## config.mk

```make
export PLATFORM = sky130hd
export DESIGN_NAME = uart_rx_hold
export DESIGN_NICKNAME = d
export VERILOG_FILES = /design/src/rtl/uart_rx_hold.sv
export SDC_FILE = /design/constraint.sdc
export NUM_CORES = 1
export LEC_CHECK = 0
export ABC_AREA = 0
export BUFFER_PORTS_ARGS = -buffer_cell sky130_fd_sc_hd__buf_2
export CORE_AREA = 8 8 76 78
export DETAILED_ROUTE_END_ITERATION = 8
export DIE_AREA = 0 0 84 86
export GPL_TIMING_DRIVEN = 1
export PLACE_DENSITY = 0.7
export SLEW_MARGIN = 20
export SYNTH_ARGS = -nofsm -noshare
export SYNTH_HDL_FRONTEND = slang
export SYNTH_SLANG_ARGS = --single-unit
```

## constraint.sdc

```tcl
create_clock -name clk -period 5.81 [get_ports clk]
set_clock_uncertainty 0.1 [all_clocks]
set_input_delay 0.2905 -clock clk [delete_from_list [all_inputs] [get_ports clk]]
set_output_delay 0.2905 -clock clk [all_outputs]
set_load 0.05 [all_outputs]
```

## src/rtl/uart_rx_hold.sv

```systemverilog
module uart_rx_hold #(
  parameter int DBITS = 8,
  parameter int OSR   = 16
) (
  input  logic             clk,
  input  logic             rst_n,
  input  logic             rx_i,
  input  logic             tick16_i,
  input  logic             ctrl_we_i,
  input  logic [3:0]       ctrl_i,
  input  logic             rd_data_i,
  input  logic             rd_stat_i,
  output logic [DBITS-1:0] data_o,
  output logic [7:0]       status_o,
  output logic             irq_o
);
  localparam int CW   = $clog2(OSR);
  localparam int BW   = $clog2(DBITS) + 1;
  localparam logic [CW-1:0] HALF = CW'(OSR/2 - 1);
  localparam logic [CW-1:0] FULL = CW'(OSR - 1);

  typedef enum logic [2:0] {S_IDLE, S_START, S_DATA, S_PAR, S_STOP, S_WAITHI} st_t;

  st_t             st_q;
  logic [CW-1:0]   cnt_q;
  logic [BW-1:0]   bitn_q;
  logic [DBITS-1:0] sh_q, hold_q;
  logic            allz_q, par_q;
  logic            done_q, fe_n_q, pe_n_q, brk_n_q;
  logic [1:0]      en_q;
  logic [1:0]      pmode_q;
  logic            avail_q, fe_q, pe_q, brk_vis_q, ovr_vis_q, ovr_seen_q;
  logic            ovr_pend_q, brk_pend_q;

  wire par_on   = (pmode_q == 2'b01) || (pmode_q == 2'b10);
  wire mid      = tick16_i && (cnt_q == FULL);
  wire par_x    = (^sh_q) ^ par_q;
  wire par_bad  = (pmode_q == 2'b01) ? par_x : ~par_x;

  always_ff @(posedge clk or negedge rst_n) begin
    if (!rst_n) begin
      en_q    <= '0;
      pmode_q <= '0;
    end else if (ctrl_we_i) begin
      en_q    <= ctrl_i[1:0];
      pmode_q <= ctrl_i[3:2];
    end
  end

  always_ff @(posedge clk or negedge rst_n) begin
    if (!rst_n) begin
      st_q <= S_IDLE; cnt_q <= '0; bitn_q <= '0; sh_q <= '0;
      allz_q <= 1'b0; par_q <= 1'b0;
      done_q <= 1'b0; fe_n_q <= 1'b0; pe_n_q <= 1'b0; brk_n_q <= 1'b0;
    end else begin
      done_q <= 1'b0;
      if (tick16_i && st_q != S_IDLE && st_q != S_WAITHI) cnt_q <= cnt_q + 1'b1;
      unique case (st_q)
        S_IDLE: if (tick16_i && !rx_i) begin
          st_q  <= S_START;
          cnt_q <= '0;
        end
        S_START: if (tick16_i && cnt_q == HALF) begin
          cnt_q <= '0;
          if (!rx_i) begin
            st_q   <= S_DATA;
            bitn_q <= '0;
            allz_q <= 1'b1;
          end else begin
            st_q <= S_IDLE;
          end
        end
        S_DATA: if (mid) begin
          sh_q   <= {rx_i, sh_q[DBITS-1:1]};
          allz_q <= allz_q & ~rx_i;
          bitn_q <= bitn_q + 1'b1;
          if (bitn_q == BW'(DBITS-1)) st_q <= par_on ? S_PAR : S_STOP;
        end
        S_PAR: if (mid) begin
          par_q  <= rx_i;
          allz_q <= allz_q & ~rx_i;
          st_q   <= S_STOP;
        end
        S_STOP: if (mid) begin
          done_q  <= 1'b1;
          fe_n_q  <= ~rx_i;
          brk_n_q <= allz_q & ~rx_i;
          pe_n_q  <= par_on & par_bad;
          st_q    <= rx_i ? S_IDLE : S_WAITHI;
        end
        S_WAITHI: if (rx_i) st_q <= S_IDLE;
        default: st_q <= S_IDLE;
      endcase
    end
  end

  wire rd_plain  = rd_data_i && avail_q && !ovr_pend_q && !ovr_vis_q;
  wire ovr_clear = rd_data_i && ovr_vis_q && ovr_seen_q;
  wire ovr_show  = rd_data_i && ovr_pend_q;
  wire free      = !avail_q || rd_plain || ovr_clear;
  wire load      = done_q && free;
  wire drop      = done_q && !free;

  always_ff @(posedge clk or negedge rst_n) begin
    if (!rst_n) begin
      hold_q <= '0; avail_q <= 1'b0; fe_q <= 1'b0; pe_q <= 1'b0;
      brk_vis_q <= 1'b0; ovr_vis_q <= 1'b0; ovr_seen_q <= 1'b0;
      ovr_pend_q <= 1'b0; brk_pend_q <= 1'b0;
    end else begin
      if (rd_plain || ovr_clear) begin
        avail_q <= 1'b0; fe_q <= 1'b0; pe_q <= 1'b0;
        brk_vis_q <= 1'b0; ovr_vis_q <= 1'b0; ovr_seen_q <= 1'b0;
      end
      if (ovr_show) begin
        ovr_vis_q  <= 1'b1;
        brk_vis_q  <= brk_pend_q;
        fe_q       <= 1'b0;
        pe_q       <= 1'b0;
        ovr_seen_q <= 1'b0;
      end
      if (rd_stat_i && ovr_vis_q && !ovr_clear) ovr_seen_q <= 1'b1;
      if (drop) ovr_pend_q <= 1'b1;
      else if (ovr_show) ovr_pend_q <= 1'b0;
      brk_pend_q <= (ovr_show ? 1'b0 : brk_pend_q) | (drop & brk_n_q);
      if (load) begin
        hold_q    <= sh_q;
        avail_q   <= 1'b1;
        fe_q      <= fe_n_q;
        pe_q      <= pe_n_q;
        brk_vis_q <= brk_n_q;
        ovr_vis_q <= 1'b0;
      end
    end
  end

  assign data_o   = hold_q;
  assign status_o = {3'b000, pe_q, fe_q, brk_vis_q, ovr_vis_q, avail_q};
  assign irq_o    = (en_q[0] & avail_q) |
                    (en_q[1] & (pe_q | fe_q | brk_vis_q | ovr_vis_q | ovr_pend_q));
endmodule

```

======== Yosys cells after proc, flatten, opt, wreduce, memory -nomap -nowiden ========
Cells that the tools add are included.
word-level totals
  latch bits .............................. 0
  memories kept ........................... 0
  flip-flop bits (word level) ............. 45
  input port bits ......................... 11
  word-level logic and storage cells ...... 137
  RAM bits ................................ 0
  output and inout bits ................... 17
  memory bits (read-only) ................. 0
cells by class
  div/mod/pow operators ................... 0
  equality and inequality tests ........... 20
  order comparisons ....................... 0
  shift-type cells ........................ 0
  multiply operators ...................... 0
  muxes and demuxes ....................... 39
  reduce and logical (&&, ||, !) cells .... 41
  $add $sub $neg .......................... 2
  bitwise operators ....................... 14
operator list
  kind                                           number
  two-way mux 3 bit                              9
  two-way mux 4 bit                              6
  two-way mux 1 bit                              19
  one-hot mux 3 bit (6 select lines)             1
  inequality test 2 bit, second input constant   8
  one-hot mux 4 bit (2 select lines)             2
  logical AND 1 bit                              15
  nonzero test 3 bit                             3
  adder 4 x 1 -> 4 bit, second input constant    2
  == test 4 x 3 -> 1 bit, second input constant  2
  AND reduction 4 bit                            2
  nonzero test 2 bit                             4
  parity 8 bit                                   1
  AND reduction 7 bit                            1
  == test 3 x 2 -> 1 bit, second input constant  2
  == test 3 bit, second input constant           2
  zero test 1 bit                                6
  OR 1 bit                                       6
  AND reduction 2 bit                            3
  AND 1 bit                                      5
  == test 4 bit, second input constant           1
  logical OR 1 bit                               4
  == test 3 x 1 -> 1 bit, second input constant  1
  zero test 3 bit                                1
  9 further kinds                                10

======== Depth between registers and ports, before layout ========
Gate-level depths: netlist of the first run.
  depth after elaboration ................. 9
  gate-level depth with buffers ........... 6
  depth with buffers taken out ............ 6

======== Worst setup path after synthesis of the first run ========
No wires, ideal clock.
  kind .................................... reg-to-reg
  start point ............................. register cnt_q[0]
  end point ............................... register brk_n_q
  path buffers ............................ 1
  cell stages (with the launch flop) ...... 7
  required time ........................... 5,636 ps
  library setup time ...................... 74 ps
  arrival time ............................ 1,690 ps
  slack ................................... 3,946 ps
  clock period less this slack ............ 1,864 ps
  path through ............................ dfrtp_1 ha_1 nand4_4 or3_1 clkbuf_2 or3b_1 o21ai_2
on the way
  longest elaborated chain between the ends .. 3
ends and longest elaborated chain
  item                           line  RTL
  start, declared                25    logic [CW-1:0] cnt_q;
  start signal, assigned         57    if (tick16_i && st_q != S_IDLE && st_q != S_WAITHI) cnt_q <= cnt_q + 1'b1;
  == test 4 bit                  36    wire mid = tick16_i && (cnt_q == FULL);
  logical AND 1 bit              36
  AND reduction 2 bit (no line)  -
  end signal, assigned           87    brk_n_q <= allz_q & ~rx_i;
  end, declared                  29    logic done_q, fe_n_q, pe_n_q, brk_n_q;
No other way between the ends.
A chain may end at the register's enable or synchronous reset.

======== Worst setup path in the final report of the first run ========
  start point ............................. register ovr_vis_q
  end point ............................... output irq_o
on the way
  longest elaborated chain between the ends .. 4
ends and longest elaborated chain
  item                    line  RTL
  start, declared         32    logic avail_q, fe_q, pe_q, brk_vis_q, ovr_vis_q, ovr_seen_q;
  start signal, assigned  107   brk_vis_q <= 1'b0; ovr_vis_q <= 1'b0; ovr_seen_q <= 1'b0;
  start signal, assigned  112   brk_vis_q <= 1'b0; ovr_vis_q <= 1'b0; ovr_seen_q <= 1'b0;
  start signal, assigned  115   ovr_vis_q <= 1'b1;
  OR 1 bit (2 in a row)   139   (en_q[1] & (pe_q | fe_q | brk_vis_q | ovr_vis_q | ovr_pend_q));
  AND 1 bit               139
  OR 1 bit                138   assign irq_o = (en_q[0] & avail_q) |
  end, declared           15    output logic irq_o
No other way between the ends.

==> out/results.md, run 1 <==
• DIE AREA: 7224 µm²
• list of most frequent post-synthesis cells: sky130_fd_sc_hd__dfrtp_1, sky130_fd_sc_hd__mux2_2, sky130_fd_sc_hd__nand2_1
• Final setup viols: 0
• category of the worst setup path launch point: flip-flop
• worst slew pin tran: 0.5347 ns
• total iterations of the first detailed-routing run: 6
• arithmetic-cell share of the synthesized area counting full adders, half adders and majority gates: 1.671%
• sequential-to-total area share from yosys stat: 50.14%
• GR Overflow Total: 0
• Leakage Power: 1.250 nW
• Site Rows: 25
• clock slew at the register clock pins of the worst setup and hold paths: 0.09 ns
• Worst path max stage delay: 0.44 ns
• # fillers: 411
• simple-gate share of the synthesized area: 12.92%
• maximum fanout along the worst path: 6
• number of H-tree levels: 2
• number of port buffers: 24
• cell with the biggest individual delay on the critical path: sky130_fd_sc_hd__dfrtp_1
• number of violations of the max-capacitance limit: 0
• run status: finished clean
• number of remaining DRC errors: 0
• grt met2 use: 18.46%
• fin crit share: 34.54%
• proportion of synthesized flip-flops having asynchronous set or reset: 100.0%
• max-slew violation total from the final report: 0
• Final Util: 53.85%
• GR met1 Demand/Resource: 13.86%
• number of distinct library cells after synthesis: 55
• share of the synthesized area in the top cell type: 50.14%
• Syn Inst Count: 199
• height of the chip: 86 µm
• final-stage net count: 234
• CTS tree: yes
• overall via count from detail_route: 1517
• CTS root buffer: sky130_fd_sc_hd__clkbuf_8
• IO Count: 28
• minimum clock period after layout: 2.007 ns
• largest family of logic cells by synthesized area: compound AO/OA/AOI/OAI gates
• detail-routed net length per standard cell: 14.66 µm
• number of antenna repair diodes: 0
• power density over cell area: 279.7 nW/µm²
• Post-Syn Area: 2246 µm²
• worst path arrival time: 1.62 ns
• Critical Path End Type: primary output
• final weighted congestion of routability-driven global placement: 0.8074
• number of buffers on the longest clock path: 2
• 1st-iter DRT viols: 33
• Syn-to-layout area delta: 10.25%
• Avg Vias per Cell: 5.536
• total of warnings raised by yosys: 0
• DRT antenna net count: 0
• dominant cells by area after synthesis: sky130_fd_sc_hd__dfrtp_1, sky130_fd_sc_hd__mux2_2, sky130_fd_sc_hd__o21ai_0
• first-pass GRT wire length: 6.893 mm
• number of synthesized register bits: 45
• library cell with the largest summed area after synthesis: sky130_fd_sc_hd__dfrtp_1
• vias in the first global route: 1485
• CTS Buf Count: 5
• VDD IR-drop max: 0.0001534 V
• post-synthesis xor/xnor area fraction: 4.903%
• Top FF cell, synth: sky130_fd_sc_hd__dfrtp_1
• share of layout cells above drive strength 1: 27.27%
• critical path cell sequence: or2_2, o41ai_1, nand2_1, buf_2
• family with the most delay on the worst path: flip-flops
• Stages on worst setup path: 4
• total negative slack for setup checks: 0 ns
• Crit path buffers/inverters: 1
• Slew HR: 63.98%
• count of flip-flops with a built-in enable after synthesis: 0
• met3 demand-to-capacity share in global routing: 4.834%
• clock latency on the worst-skew pair: 0.30 ns
• hold path cells: 3
• total core area: 4598 µm²
• average cell area after synthesis: 11.29 µm²
• Final Hold Fails: 0
• f_max: 498.3 MHz
• horizontal extent of the die: 84 µm
• Worst Hold Class: input port to flip-flop
• share of the synthesized area in compound gates (AO/OA/AOI/OAI): 13.82%
• maximum number of pins on one net before global-route repair: 46
• multiplexer share of the synthesized area: 11.42%
• RSZ-0062 raised after global routing: no
• critical path start-end classification: flip-flop to primary output
• starting density of the core: 48.84%
• endpoint required time on the critical path: 5.42 ns
• r2r worst-path depth: 5
• wire length after detailed routing: 4.018 mm
• global-route usage over all layers: 11.48%
• HPWL Detailed: 2.891 mm
• antenna violations before repair: 0
• clk sinks: 45
• layer with the highest usage after global routing: met2
• most frequently used cell type in the post-synthesis netlist: sky130_fd_sc_hd__dfrtp_1
## cell families (layout without fill, tap and decap cells)
family / count (synthesis) / in the layout
flops: 45 / 45
mux: 23 / 23
xor+xnor: 11 / 11
other cells: 1 / 3
simple gates: 51 / 51
compound gates: 44 / 44
buf+inv: 21 / 40
fa+ha+maj: 3 / 3
## flip-flops by register name (all words and copies together), names as in the netlist, 2 cells and up
register and flops:
bitn_q 4, en_q 2, st_q 3, pmode_q 2, cnt_q 4, sh_q 8, data_o 8
## cells in the final DEF, fill, tap and decap left out, types with 2 or more instances in the layout
cell type | netlist | final
sky130_fd_sc_hd__a21oi_1 | 2 | 2
sky130_fd_sc_hd__nor2b_1 | 2 | 2
sky130_fd_sc_hd__o22ai_1 | 2 | 2
sky130_fd_sc_hd__nor2_1 | 10 | 10
sky130_fd_sc_hd__a21o_1 | 2 | 2
sky130_fd_sc_hd__xor2_1 | 3 | 3
sky130_fd_sc_hd__a22o_1 | 2 | 2
sky130_fd_sc_hd__and3b_1 | 2 | 2
sky130_fd_sc_hd__nand2b_1 | 3 | 3
sky130_fd_sc_hd__o211ai_1 | 2 | 2
sky130_fd_sc_hd__a21boi_0 | 3 | 3
sky130_fd_sc_hd__inv_1 | 7 | 7
sky130_fd_sc_hd__mux2_2 | 21 | 21
sky130_fd_sc_hd__nand3_1 | 4 | 4
sky130_fd_sc_hd__xnor2_1 | 7 | 7
sky130_fd_sc_hd__nor3_1 | 2 | 2
sky130_fd_sc_hd__o21ai_2 | 2 | 2
sky130_fd_sc_hd__nand2_1 | 17 | 17
sky130_fd_sc_hd__conb_1 | 1 | 3
sky130_fd_sc_hd__buf_2 | 1 | 24
sky130_fd_sc_hd__mux2i_1 | 2 | 2
sky130_fd_sc_hd__o2bb2ai_1 | 2 | 2
sky130_fd_sc_hd__o21ai_0 | 13 | 13
sky130_fd_sc_hd__ha_1 | 3 | 3
sky130_fd_sc_hd__clkbuf_8 | 0 | 6
sky130_fd_sc_hd__dfrtp_1 | 45 | 45
## layout make-up
| cell class | count | area, µm² | share of cell area [%] |
|---|---|---|---|
| multi-input combinational | 135 | 1016 | 41.03 |
| clock inverter | 1 | 7.507 | 0.3032 |
| timing repair buffer | 26 | 150.1 | 6.064 |
| clock buffer | 6 | 82.58 | 3.335 |
| sequential | 45 | 1126 | 45.48 |
| inverter | 7 | 26.28 | 1.061 |
| tap | 54 | 67.56 | 2.729 |
## tightest hold or removal path: stages
cell	delay, ns
sky130_fd_sc_hd__buf_2	0.07
sky130_fd_sc_hd__nand2_1	0.04
sky130_fd_sc_hd__o21ai_0	0.06
## final timing paths
kind | from | end | slack [ns]
worst min-delay path | ctrl_i[3] | pmode_q[1]$_DFFE_PN0P_ | 0.1
worst max register to register | cnt_q[0]$_DFF_PN0_ | brk_n_q$_DFFE_PN0P_ | 3.85
min in group asynchronous | rst_n | avail_q$_DFFE_PN0P_ | 0.34
worst min register to register | brk_pend_q$_DFF_PN0_ | brk_pend_q$_DFF_PN0_ | 0.39
max in group asynchronous | rst_n | bitn_q[1]$_DFFE_PN0P_ | 4.78
worst max-delay path | ovr_vis_q$_DFFE_PN0P_ | irq_o | 3.80
## stage by stage
| step | hold slack (ns) | setup slack (ns) | instance area (µm²) | total power, mW | instances |
|---|---|---|---|---|---|
| floorplan | -0.1051 | 3.946 | 2253 | 0.4679 | 201 |
| global placement | 0.3624 | 3.906 | 2356 | 0.4948 | 265 |
| detailed placement | 0.3764 | 3.865 | 2356 | 0.4984 | 265 |
| CTS | 0.08060 | 3.781 | 2446 | 0.6986 | 272 |
| global route | 0.1106 | 3.705 | 2476 | 0.7309 | 274 |
| finish | 0.09992 | 3.803 | 2476 | 0.6926 | 274 |
## metal layers
layer | part of all wire [%] | up-vias | wire, µm
met4 | 0.77 | 0 | 31
met5 | 0 | - | 0
met1 | 47 | 744 | 1905
li1 | - | 740 | -
met3 | 5.7 | 4 | 229
met2 | 46 | 29 | 1852
## where the power goes
group	total [mW]	internal, mW	switching [mW]
clock	0.198	0.0941	0.104
sequential	0.374	0.337	0.0373
combinational	0.120	0.0470	0.0729
## timing repair
action	CTS	global route
hold buffers	0	1
gates resized for setup	0	0
hold endpoints to repair	0	15
setup buffers	0	0
Power figures use the tool's default switching activity.
==> inputs of run 2 (changes only) <==
- clock period: 5.81 -> 2 ns (I/O delays scaled with it)
==> out/results.md, run 2 (synthesis results as in run 1) <==
• run status: finished clean
• antenna violations before repair: 0, unchanged
• critical path start-end classification: input port to flip-flop
• clock latency on the worst-skew pair: 0.29 ns, about the same
• vias in the first global route: 1598, +7.6%
• total core area: 4598 µm², unchanged
• detail-routed net length per standard cell: 14.14 µm, -3.6%
• # fillers: 397, -3.4%
• number of buffers on the longest clock path: 2, unchanged
• total iterations of the first detailed-routing run: 4, -2
• number of H-tree levels: 2, unchanged
• wire length after detailed routing: 4.114 mm, +2.4%
• category of the worst setup path launch point: input port
• global-route usage over all layers: 12.12%, +0.65 points
• Final setup viols: 0, unchanged
• endpoint required time on the critical path: 2.08 ns, -3.34 ns
• fin crit share: 95.17%
• worst path arrival time: 1.98 ns, +0.36 ns
• Final Hold Fails: 0, unchanged
• final weighted congestion of routability-driven global placement: 0.7949, -1.5%
• DIE AREA: 7224 µm², unchanged
• multi-input combinational cell area: 1016 µm², unchanged
• RSZ-0062 raised after global routing: no
• clock slew at the register clock pins of the worst setup and hold paths: 0.07 ns, -0.02 ns
• hold path cells: 2, -1
• share of layout cells above drive strength 1: 28.69%, +1.4 points
• Syn-to-layout area delta: 16.16%
• f_max: 525.4 MHz
• Worst Hold Class: input port to flip-flop
• Leakage Power: 1.322 nW, +5.7%
• VDD IR-drop max: 0.0003331 V, +120%
• height of the chip: 86 µm, unchanged
• placed cell areas: 2416 µm², +2.5%
• maximum fanout along the worst path: 1, -5
• first-pass GRT wire length: 7.286 mm, +5.7%
• number of cells in the finished layout apart from fillers: 291, +6.2%
• CTS Buf Count: 5, unchanged
• leading cell type in the layout, fill and taps excluded: sky130_fd_sc_hd__dfrtp_1
• minimum clock period after layout: 1.903 ns
• CTS tree: yes
• HPWL Detailed: 2.918 mm, +0.95%
• Final Worst Setup Slack: 0.09656 ns, -3.707 ns
• max-slew violation total from the final report: 0, unchanged
• overall via count from detail_route: 1573, +3.7%
• CTS root buffer: sky130_fd_sc_hd__clkbuf_8
• Setup WS pre-CTS: 0.1226 ns, -3.742 ns
• horizontal extent of the die: 84 µm, unchanged
• GR Overflow Total: 0, unchanged
• worst slew pin tran: 0.5654 ns, +0.03070 ns
• clk sinks: 45, unchanged
• Slew HR: 62.31%, -1.7 points
• starting density of the core: 48.84%, unchanged
• r2r worst-path depth: 5, unchanged
• area taken by flip-flops and latches: 1126 µm², unchanged
• cell area after layout: 2609 µm², +5.4%
• number of antenna repair diodes: 0, unchanged
• # resized after CTS: 0, unchanged
• IO Count: 28, unchanged
• Tot Pwr: 2.003 mW, +190%
• Avg Vias per Cell: 5.405, -2.4%
• 1st-iter DRT viols: 60, +82%
• Critical Path End Type: flip-flop
• total negative slack for setup checks: 0 ns, unchanged
• DRT antenna net count: 0, unchanged
• placed insts: 273, +3.0%
• power density over cell area: 767.6 nW/µm², +170%
• maximum number of pins on one net before global-route repair: 46, unchanged
• final-stage net count: 250, +6.8%
• number of violations of the max-capacitance limit: 0, unchanged
• Final Util: 56.73%, +2.9 points
• hold_ws: 0.01827 ns, -0.08165 ns
• number of port buffers: 24, unchanged
• Site Rows: 25, unchanged
• number of remaining DRC errors: 0, unchanged
• most frequent cells in the layout: sky130_fd_sc_hd__dfrtp_1, sky130_fd_sc_hd__buf_2, sky130_fd_sc_hd__mux2_2, sky130_fd_sc_hd__nand2_1, sky130_fd_sc_hd__o21ai_0
-- run 2: cell count changes in the layout (fill, tap and decap cells not counted), sizes merged --
cell / change
clkinv: +2
buf: +8
dlygate4sd3: +8
clkinvlp: -1
-- run 2: repair_timing --
item,CTS,global route
endpoints found under the setup margin,0,1
hold buffers,9,0
hold endpoints to repair,51,0
buffers inserted,0,1
-- run 2: routing by layer --
metal	wire (µm)	GRT usage [%]	vias to the layer above
li1	-	-	777
met1	1942	14.55	757
met2	1932	19.72	32
met3	182	4.171	7
met4	57	4.239	0
met5	0	0	-
-- run 2: report_power, final --
part / internal [mW] / switching [mW]
clock: 0.242 / 0.292
combinational: 0.167 / 0.244
sequential: 0.980 / 0.0778
-- run 2: worst paths after layout --
kind | endpoint | slack (ns) | startpoint
setup / recovery | pmode_q[1]$_DFFE_PN0P_ | 0.1 | ctrl_i[3]
hold / removal | pmode_q[0]$_DFFE_PN0P_ | 0.02 | ctrl_we_i
setup reg to reg | brk_n_q$_DFFE_PN0P_ | 0.12 | cnt_q[0]$_DFF_PN0_
hold reg to reg | pe_n_q$_DFFE_PN0P_ | 0.38 | pe_n_q$_DFFE_PN0P_
max in group asynchronous | data_o[2]$_DFFE_PN0P_ | 1.10 | rst_n
min in group asynchronous | cnt_q[3]$_DFF_PN0_ | 0.30 | rst_n
-- run 2: layout make-up --
type	count	share of cell area [%]
clock buffers	6	2.782
clock inverters	2	0.3837
inverters	7	1.007
multi-input cells	135	38.94
flip-flops and latches	45	43.17
well taps	54	2.590
repair buffers	42	11.13
-- run 2: worst max-delay path: stages --
cell and delay, ns:
sky130_fd_sc_hd__dlygate4sd3_1 0.53, sky130_fd_sc_hd__buf_2 0.12, sky130_fd_sc_hd__nand2_1 0.05, sky130_fd_sc_hd__dlygate4sd3_1 0.53
sky130_fd_sc_hd__o21ai_0 0.08, sky130_fd_sc_hd__dlygate4sd3_1 0.57
